$ cat src/rtl/cfg_seq_pkg.sv
package cfg_seq_pkg;

  localparam int ROM_LEN = 42;
  localparam int PCW     = $clog2(ROM_LEN);

  typedef enum logic [2:0] {
    OP_WR    = 3'd0,
    OP_WRI   = 3'd1,
    OP_WAIT  = 3'd2,
    OP_PULSE = 3'd3,
    OP_END   = 3'd4
  } op_e;

  typedef enum logic [2:0] {
    S_IDLE, S_EXEC, S_WR, S_WAIT, S_PULSE
  } state_e;

  // wait selectors, carried in the address field of an OP_WAIT entry
  localparam logic [7:0] WSEL_PWR = 8'd0;
  localparam logic [7:0] WSEL_RST = 8'd1;
  localparam logic [7:0] WSEL_CAL = 8'd2;

  typedef struct packed {
    op_e        op;
    logic [7:0] addr;
    logic [7:0] d_plain;
    logic [7:0] d_ilv;
  } entry_t;

  function automatic entry_t mk(op_e o, logic [7:0] a, logic [7:0] dp, logic [7:0] di);
    entry_t e;
    e.op = o; e.addr = a; e.d_plain = dp; e.d_ilv = di;
    return e;
  endfunction

  function automatic entry_t rom_entry(logic [PCW-1:0] idx);
    case (idx)
      6'd0:  return mk(OP_WAIT,  WSEL_PWR, 8'h00, 8'h00);
      6'd1:  return mk(OP_PULSE, 8'h00, 8'h00, 8'h00);
      6'd2:  return mk(OP_WAIT,  WSEL_RST, 8'h00, 8'h00);
      6'd3:  return mk(OP_WR,  8'h00, 8'h81, 8'h81);
      6'd4:  return mk(OP_WR,  8'h11, 8'h00, 8'h00);
      6'd5:  return mk(OP_WR,  8'h12, 8'h01, 8'h01);
      6'd6:  return mk(OP_WR,  8'h13, 8'h00, 8'h00);
      6'd7:  return mk(OP_WRI, 8'hA5, 8'h03, 8'h03);
      6'd8:  return mk(OP_WRI, 8'hA6, 8'h20, 8'h20);
      6'd9:  return mk(OP_WR,  8'hAB, 8'h01, 8'h03);
      6'd10: return mk(OP_WR,  8'hAC, 8'h01, 8'h03);
      6'd11: return mk(OP_WR,  8'hAD, 8'h08, 8'h08);
      6'd12: return mk(OP_WR,  8'hAE, 8'h08, 8'h08);
      6'd13: return mk(OP_WR,  8'h64, 8'h02, 8'h02);
      6'd14: return mk(OP_WR,  8'h11, 8'h00, 8'h00);
      6'd15: return mk(OP_WR,  8'h12, 8'h60, 8'h60);
      6'd16: return mk(OP_WR,  8'h13, 8'h00, 8'h00);
      6'd17: return mk(OP_WR,  8'h26, 8'h0F, 8'h0F);
      6'd18: return mk(OP_WR,  8'h20, 8'h80, 8'h80);
      6'd19: return mk(OP_WR,  8'h11, 8'hFF, 8'hFF);
      6'd20: return mk(OP_WR,  8'h12, 8'h00, 8'h00);
      6'd21: return mk(OP_WR,  8'h13, 8'h00, 8'h00);
      6'd22: return mk(OP_WR,  8'hD5, 8'h08, 8'h08);
      6'd23: return mk(OP_WAIT, WSEL_CAL, 8'h00, 8'h00);
      6'd24: return mk(OP_WR,  8'hD5, 8'h00, 8'h00);
      6'd25: return mk(OP_WR,  8'h2A, 8'h00, 8'h00);
      6'd26: return mk(OP_WR,  8'hCF, 8'h50, 8'h50);
      6'd27: return mk(OP_WR,  8'h11, 8'h00, 8'h00);
      6'd28: return mk(OP_WR,  8'h12, 8'h1E, 8'h1E);
      6'd29: return mk(OP_WR,  8'h13, 8'h00, 8'h00);
      6'd30: return mk(OP_WR,  8'h2D, 8'h02, 8'h02);
      6'd31: return mk(OP_WR,  8'h11, 8'h00, 8'h00);
      6'd32: return mk(OP_WR,  8'h12, 8'h01, 8'h01);
      6'd33: return mk(OP_WR,  8'h13, 8'h00, 8'h00);
      6'd34: return mk(OP_WR,  8'h8C, 8'h02, 8'h02);
      6'd35: return mk(OP_WR,  8'hB7, 8'h01, 8'h01);
      6'd36: return mk(OP_WR,  8'hB7, 8'h00, 8'h00);
      6'd37: return mk(OP_WR,  8'h11, 8'h00, 8'h00);
      6'd38: return mk(OP_WR,  8'h12, 8'h00, 8'h00);
      6'd39: return mk(OP_WR,  8'h13, 8'h01, 8'h01);
      6'd40: return mk(OP_WR,  8'h6A, 8'h02, 8'h02);
      default: return mk(OP_END, 8'h00, 8'h00, 8'h00);
    endcase
  endfunction

endpackage

$ cat src/rtl/cfg_seq_rom.sv
module cfg_seq_rom
  import cfg_seq_pkg::*;
(
  input  logic [PCW-1:0] pc,
  output entry_t         entry
);
  always_comb entry = rom_entry(pc);
endmodule

$ cat src/rtl/cfg_seq_timer.sv
module cfg_seq_timer #(
  parameter int TW = 16
) (
  input  logic          clk,
  input  logic          rst_n,
  input  logic          load,
  input  logic [TW-1:0] load_val,
  output logic          zero
);
  logic [TW-1:0] cnt;

  always_ff @(posedge clk or negedge rst_n) begin
    if (!rst_n)          cnt <= '0;
    else if (load)       cnt <= load_val;
    else if (cnt != '0)  cnt <= cnt - 1'b1;
  end

  assign zero = (cnt == '0);
endmodule

$ cat src/rtl/cfg_seq_top.sv
module cfg_seq_top
  import cfg_seq_pkg::*;
#(
  parameter int CYC_PER_US    = 125,
  parameter int PWRUP_US      = 1000,
  parameter int POSTRST_US    = 100,
  parameter int CAL_US        = 2000,
  parameter int RST_PULSE_CYC = 4
) (
  input  logic       clk,
  input  logic       rst_n,
  input  logic       start,
  input  logic       interleave,
  output logic       conv_reset,
  output logic       wr_valid,
  output logic [7:0] wr_addr,
  output logic [7:0] wr_data,
  input  logic       wr_ready,
  output logic       done
);
  localparam int PWR_CYC = PWRUP_US * CYC_PER_US;
  localparam int RST_CYC = POSTRST_US * CYC_PER_US;
  localparam int CAL_CYC = CAL_US * CYC_PER_US;
  localparam int MAX_A   = (PWR_CYC > RST_CYC) ? PWR_CYC : RST_CYC;
  localparam int MAX_B   = (MAX_A > CAL_CYC) ? MAX_A : CAL_CYC;
  localparam int MAX_CYC = (MAX_B > RST_PULSE_CYC) ? MAX_B : RST_PULSE_CYC;
  localparam int TW      = $clog2(MAX_CYC + 1);

  state_e         state;
  logic [PCW-1:0] pc;
  logic           ilv_q;
  entry_t         cur;
  logic           tmr_load;
  logic [TW-1:0]  tmr_val;
  logic           tmr_zero;

  cfg_seq_rom u_rom (.pc(pc), .entry(cur));

  cfg_seq_timer #(.TW(TW)) u_tmr (
    .clk(clk), .rst_n(rst_n), .load(tmr_load), .load_val(tmr_val), .zero(tmr_zero)
  );

  always_comb begin
    tmr_load = (state == S_EXEC) && (cur.op == OP_WAIT || cur.op == OP_PULSE);
    if (cur.op == OP_PULSE)          tmr_val = TW'(RST_PULSE_CYC);
    else if (cur.addr == WSEL_PWR)   tmr_val = TW'(PWR_CYC);
    else if (cur.addr == WSEL_RST)   tmr_val = TW'(RST_CYC);
    else                             tmr_val = TW'(CAL_CYC);
  end

  always_ff @(posedge clk or negedge rst_n) begin
    if (!rst_n) begin
      state      <= S_IDLE;
      pc         <= '0;
      ilv_q      <= 1'b0;
      conv_reset <= 1'b0;
      wr_valid   <= 1'b0;
      wr_addr    <= '0;
      wr_data    <= '0;
      done       <= 1'b0;
    end else begin
      case (state)
        S_IDLE: if (start) begin
          pc    <= '0;
          ilv_q <= interleave;
          done  <= 1'b0;
          state <= S_EXEC;
        end
        S_EXEC: begin
          case (cur.op)
            OP_WR, OP_WRI: begin
              if (cur.op == OP_WRI && !ilv_q) begin
                pc <= pc + 1'b1;
              end else begin
                wr_valid <= 1'b1;
                wr_addr  <= cur.addr;
                wr_data  <= ilv_q ? cur.d_ilv : cur.d_plain;
                state    <= S_WR;
              end
            end
            OP_WAIT:  state <= S_WAIT;
            OP_PULSE: begin
              conv_reset <= 1'b1;
              state      <= S_PULSE;
            end
            default: begin
              done  <= 1'b1;
              state <= S_IDLE;
            end
          endcase
        end
        S_WR: if (wr_ready) begin
          wr_valid <= 1'b0;
          pc       <= pc + 1'b1;
          state    <= S_EXEC;
        end
        S_WAIT: if (tmr_zero) begin
          pc    <= pc + 1'b1;
          state <= S_EXEC;
        end
        S_PULSE: if (tmr_zero) begin
          conv_reset <= 1'b0;
          pc         <= pc + 1'b1;
          state      <= S_EXEC;
        end
        default: state <= S_IDLE;
      endcase
    end
  end
endmodule

$ cat config.mk
export PLATFORM = sky130hd
export DESIGN_NAME = cfg_seq_top
export DESIGN_NICKNAME = d
export VERILOG_FILES = /design/src/rtl/cfg_seq_pkg.sv /design/src/rtl/cfg_seq_rom.sv /design/src/rtl/cfg_seq_timer.sv /design/src/rtl/cfg_seq_top.sv
export SDC_FILE = /design/constraint.sdc
export NUM_CORES = 1
export LEC_CHECK = 0
export BUFFER_PORTS_ARGS = -buffer_cell sky130_fd_sc_hd__buf_2
export CAP_MARGIN = 0
export CORE_ASPECT_RATIO = 1.2
export CORE_MARGIN = 5
export CORE_UTILIZATION = 35
export CTS_CLUSTER_DIAMETER = 40
export DETAILED_ROUTE_END_ITERATION = 6
export HOLD_SLACK_MARGIN = 0.1
export PLACE_DENSITY_LB_ADDON = 0.15
export SLEW_MARGIN = 20
export SYNTH_ARGS = -nofsm -noshare
export SYNTH_HDL_FRONTEND = slang
export SYNTH_HIERARCHICAL = 1
export SYNTH_SLANG_ARGS = --single-unit
export TNS_END_PERCENT = 50
$ cat constraint.sdc
create_clock -name clk -period 7.6 [get_ports clk]
set_input_delay 1.9 -clock clk [delete_from_list [all_inputs] [get_ports clk]]
set_output_delay 1.9 -clock clk [all_outputs]
set_load 0.01 [all_outputs]
Word-level counts from Yosys, hierarchy flattened:

Memories as Yosys holds them, arrays and structs flattened.
Cells that the tools add are included.

* register bits after elaboration: 47
* bits in read-only memories: 1728
* bits of input ports: 5
* word-level logic and storage cells: 83
* memories: 1

Memory list
* (no name shown): depth 64, bits a word 27, rd ports 1, clocked after Yosys merged registers in 0, wr ports 0, RTL line cfg_seq_pkg.sv:37 `case (idx)`

* add/subtract/negate cells: 2
* eq/ne operators: 18
* multiplexer cells: 28
* bitwise operators: 1
* reduce and logical (&&, ||, !) cells: 24

Operators with widths (count)
* $mux 18: 5
* $mux 6: 5
* $pmux 6 s4: 1
* $logic_not 18->1: 1
* $reduce_bool 18->1: 1
* $sub 18x1->18 const B: 1
* $eq 3x2->1 const B: 4
* $mux 3: 4
* $pmux 3 s4: 1
* $ne 2x2->1 const B: 5
* $pmux 3 s3: 1
* $reduce_and 3->1: 3
* $eq 8x1->1 const B: 1
* $logic_not 8->1: 1
* $mux 8: 1
* $ne 2x1->1 const B: 4
* $reduce_and 4->1: 2
* $reduce_bool 2->1: 4
* $mux 1: 7
* $add 6x1->6 const B: 1
* $eq 3x1->1 const B: 2
* $logic_not 3->1: 2
* $pmux 1 s2: 3
* $reduce_and 6->1: 1
* other kinds (10): 12

Longest topological paths before layout:

An unclocked memory read counts as a cell.

* depth in word-level cells: 6
* mapped depth: 13
* depth with buffers taken out: 12

By module:

Netlist, hierarchy kept.

By module, submodules not included
* cfg_seq_top: times used 1, cells each 147, area an instance 1565.3 µm², sequential area each 725.7 µm²
* cfg_seq_timer: times used 1, cells each 127, area an instance 1141.1 µm², sequential area each 450.4 µm²
* cfg_seq_rom: times used 1, cells each 158, area an instance 1014.7 µm², sequential area each 0.0 µm²

Worst setup path after synthesis:

Ideal clock, no wire load.

* kind: input port to flip-flop
* from: in wr_ready
* to: reg pc[1]
* arrival time: 2959 ps
* slack: 4517 ps
* stages: 4
* buffers on the path: 0
* cells stage by stage: and2b_2 a2111oi_4 nor3_1 mux2_2

* longest elaborated chain between the ends: 2

RTL lines
* start, declared: RTL line cfg_seq_top.sv:18 `input logic wr_ready,`
* $ne 2x2->1 (no line)
* $reduce_and 6->1 (no line)
* end signal, assigned: RTL line cfg_seq_top.sv:73 `pc <= pc + 1'b1;`
* end signal, assigned: RTL line cfg_seq_top.sv:94 `pc <= pc + 1'b1;`
* end signal, assigned: RTL line cfg_seq_top.sv:98 `pc <= pc + 1'b1;`
* end, declared: RTL line cfg_seq_top.sv:30 `logic [PCW-1:0] pc;`

No other way between the ends.
A chain may end at the register's enable or synchronous reset.

==> summary.txt <==
Top_reg_cell synth - dfrtp_1
GRT Util Overall - 15.6%
Tot Pwr - 1.85 mW
RSZ-0062 raised after global routing - no
Post-Syn Area per Cell - 8.61 µm²
Initial Util - 35.6%
Number of hold violations in the final report - 0
First-pass GRT wire length - 16400 µm
# rows - 41
DR vias/cell - 5.75
Root buf cell - clkbuf_16
Largest net degree at the start of global routing - 48
Post-Synthesis Cells - 432
Worst Path Required - 7760 ps
Vias in the first global route - 3241
Total gr overflow - 0
Final Skew - 9.22 ps
I/O Pins - 24
Area Growth Syn to Fin - 7.46%
Hold-fix buffers, CTS - 0
WHS Path Cells - 1
MaxCap Viol Count - 0
DR vias - 3285
Htree depth - 2
Worst Hold Path EP - wr_addr[0]
Sum Neg Setup Slack - 0 ps
DRC viols - 0
Core ar. - 10500 µm²
Layout cell share with drive strength beyond 1 - 15.6%
Post-synth ARST share - 100%
Leak - 1.63 nW
Top cells by area, synth - dfrtp_1 32%, a21oi_1 5.4%, nor2_1 4.2%, mux2i_1 4.0%, ha_1 3.4%
TritonRoute pass-1 iters - 5
# diodes - 0
GP Congestion - 0.908
Initial DRC Count - 264
Status - complete, no violations
Pwr per Cell Area - 462 nW/µm²
Die area - 12800 µm²
CP startpoint kind - register
Detailed placement HPWL - 6920 µm
Post-CTS Setup Inserts - 0
VDD IR max - 0.000148 V
#FFs+latches synth - 47
Clock Latency Late Sink - 290 ps
Max Slew Vio Count - 0
Count leader, synth - dfrtp_1
Critical Path Fanout Max - 34
Routed len/inst - 17.0 µm
Synth area leader - dfrtp_1
CTS tree - yes
Non-filler cells in the finished layout - 571
Hold WC Path Type - reg -> reg
Placed cells - 563
Max Fclk - 286 MHz
Fin crit period - 3500 ps
Crit path DAT - 3660 ps
Tcrit/Tclk final - 46.0%
Post_cts resized - 0
Worst reg2reg startpoint - pc[0]
Mapped Area - 3720 µm²
Critical path class - reg -> reg
Maximum clock path buffer count - 2
Clock transition at path regs - 70 ps
PortBufs - 23
Number of flops mapped to enable cells by yosys - 0
Slew HR - 47.4%
Most frequent cells after synthesis - 47 x dfrtp_1, 42 x nor2_1, 40 x a21oi_1
Inserted Clock Buffers - 5
Final WL - 9700 µm
Synth top area share - 31.6%
ANT nets after route - 0
Worst r2r path cells - 11
Actual slew at the worst max-slew pin - 789 ps
Distinct cell type count after synthesis - 77
Synth warn - 6
Critical Path Sink Type - register
Die width - 104 µm
Clk sinks - 47
R2R Path End - u_tmr/cnt[15]
Net count of the finished layout - 456
Sequential share of the synthesized area - 31.6%
Hold Startpoint - wr_addr[0]
Initial antenna violation count - 0
Die H - 123 µm
Final setup viols - 0
Flop-to-flop setup slack - 4100 ps
-- cells in the final DEF, fill, tap and decap left out, types with 6 or more instances in the layout --
cell      netlist  layout
mux2_2         11      11
nor4_1          6       6
o21ai_0        11      11
nand3_1        10      10
nand2b_1       12      12
nor2b_1        12      12
dfrtp_1        47      47
nand2_1        32      32
conb_1          1       6
nor2_1         42      42
mux2i_1        15      15
buf_4          11       6
inv_1          18      18
nor3_1         13      13
o31ai_1        15      15
o211ai_1        6       6
ha_1           10      10
buf_2           9      23
a21oi_1        40      40
-- critical path: stages, from the launching register on --
cell       delay [ps]
dfrtp_1           540
inv_1             240
ha_1              410
nand2_1           110
a21oi_1           180
nor2b_1           160
nor4b_4           310
and2_1            160
buf_4             320
clkinv_1          330
o211a_1           220
a2111oi_1         380
-- flip-flops by register name, summed over array words and instances (netlist names) --
name and count:
conv_reset 1, done 1, ilv_q 1, pc 6, state 3, u_tmr/cnt 18, wr_addr 8, wr_data 8
wr_valid 1
-- routing by layer --
metal	global-route usage [%]	up-vias	wire [µm]
li1	-	1580	-
met1	19.4	1580	4280
met2	26.2	93	4720
met3	2.82	32	387
met4	7.45	0	302
met5	0	-	0
-- cells by family after synthesis --
family	Yosys count	share of synthesized area [%]
XOR/XNOR	8	1.88
flip-flops	47	31.6
other	1	0.101
buffers and inverters	52	7.87
AND/OR/NAND/NOR	168	25.2
adder cells (fa/ha/maj)	10	3.36
multiplexers	26	7.36
AO/OA/AOI/OAI	120	22.7
-- power breakdown --
group | leakage (nW) | total, mW | internal [mW] | switching [mW]
registers | 0.575 | 0.509 | 0.363 | 0.146
clock network | 0.0731 | 0.233 | 0.132 | 0.101
logic | 0.981 | 1.10 | 0.453 | 0.652
-- how the worst max path moves through the flow --
stage          startpoint            end
2_1_floorplan    wr_ready          pc[1]
3_3_place_gp        pc[1]  u_tmr/cnt[15]
3_5_place_dp        pc[1]  u_tmr/cnt[15]
4_1_cts             pc[0]  u_tmr/cnt[15]
5_1_grt             pc[0]  u_tmr/cnt[15]
6_report            pc[0]  u_tmr/cnt[15]
-- stage by stage --
stage	hold slack, ps	area, µm²	setup slack (ps)	util, %
after detailed placement	493	3840	4130	36.7
after CTS	509	4000	4110	38.2
after global placement	487	3840	4170	36.7
after floorplan	445	3740	4520	-
final	505	4000	4100	38.2
after global routing	530	4000	3700	38.2
-- layout make-up --
cell class                 count  area, µm²
timing repair buffer          29        160
clock buffer                   6        139
fill                        1121       6470
tap                          129        161
inverter                      20       75.1
multi-input combinational    338       2270
clock inverter                 2       16.3
sequential                    47       1180
(Power assumes the default switching activity.)
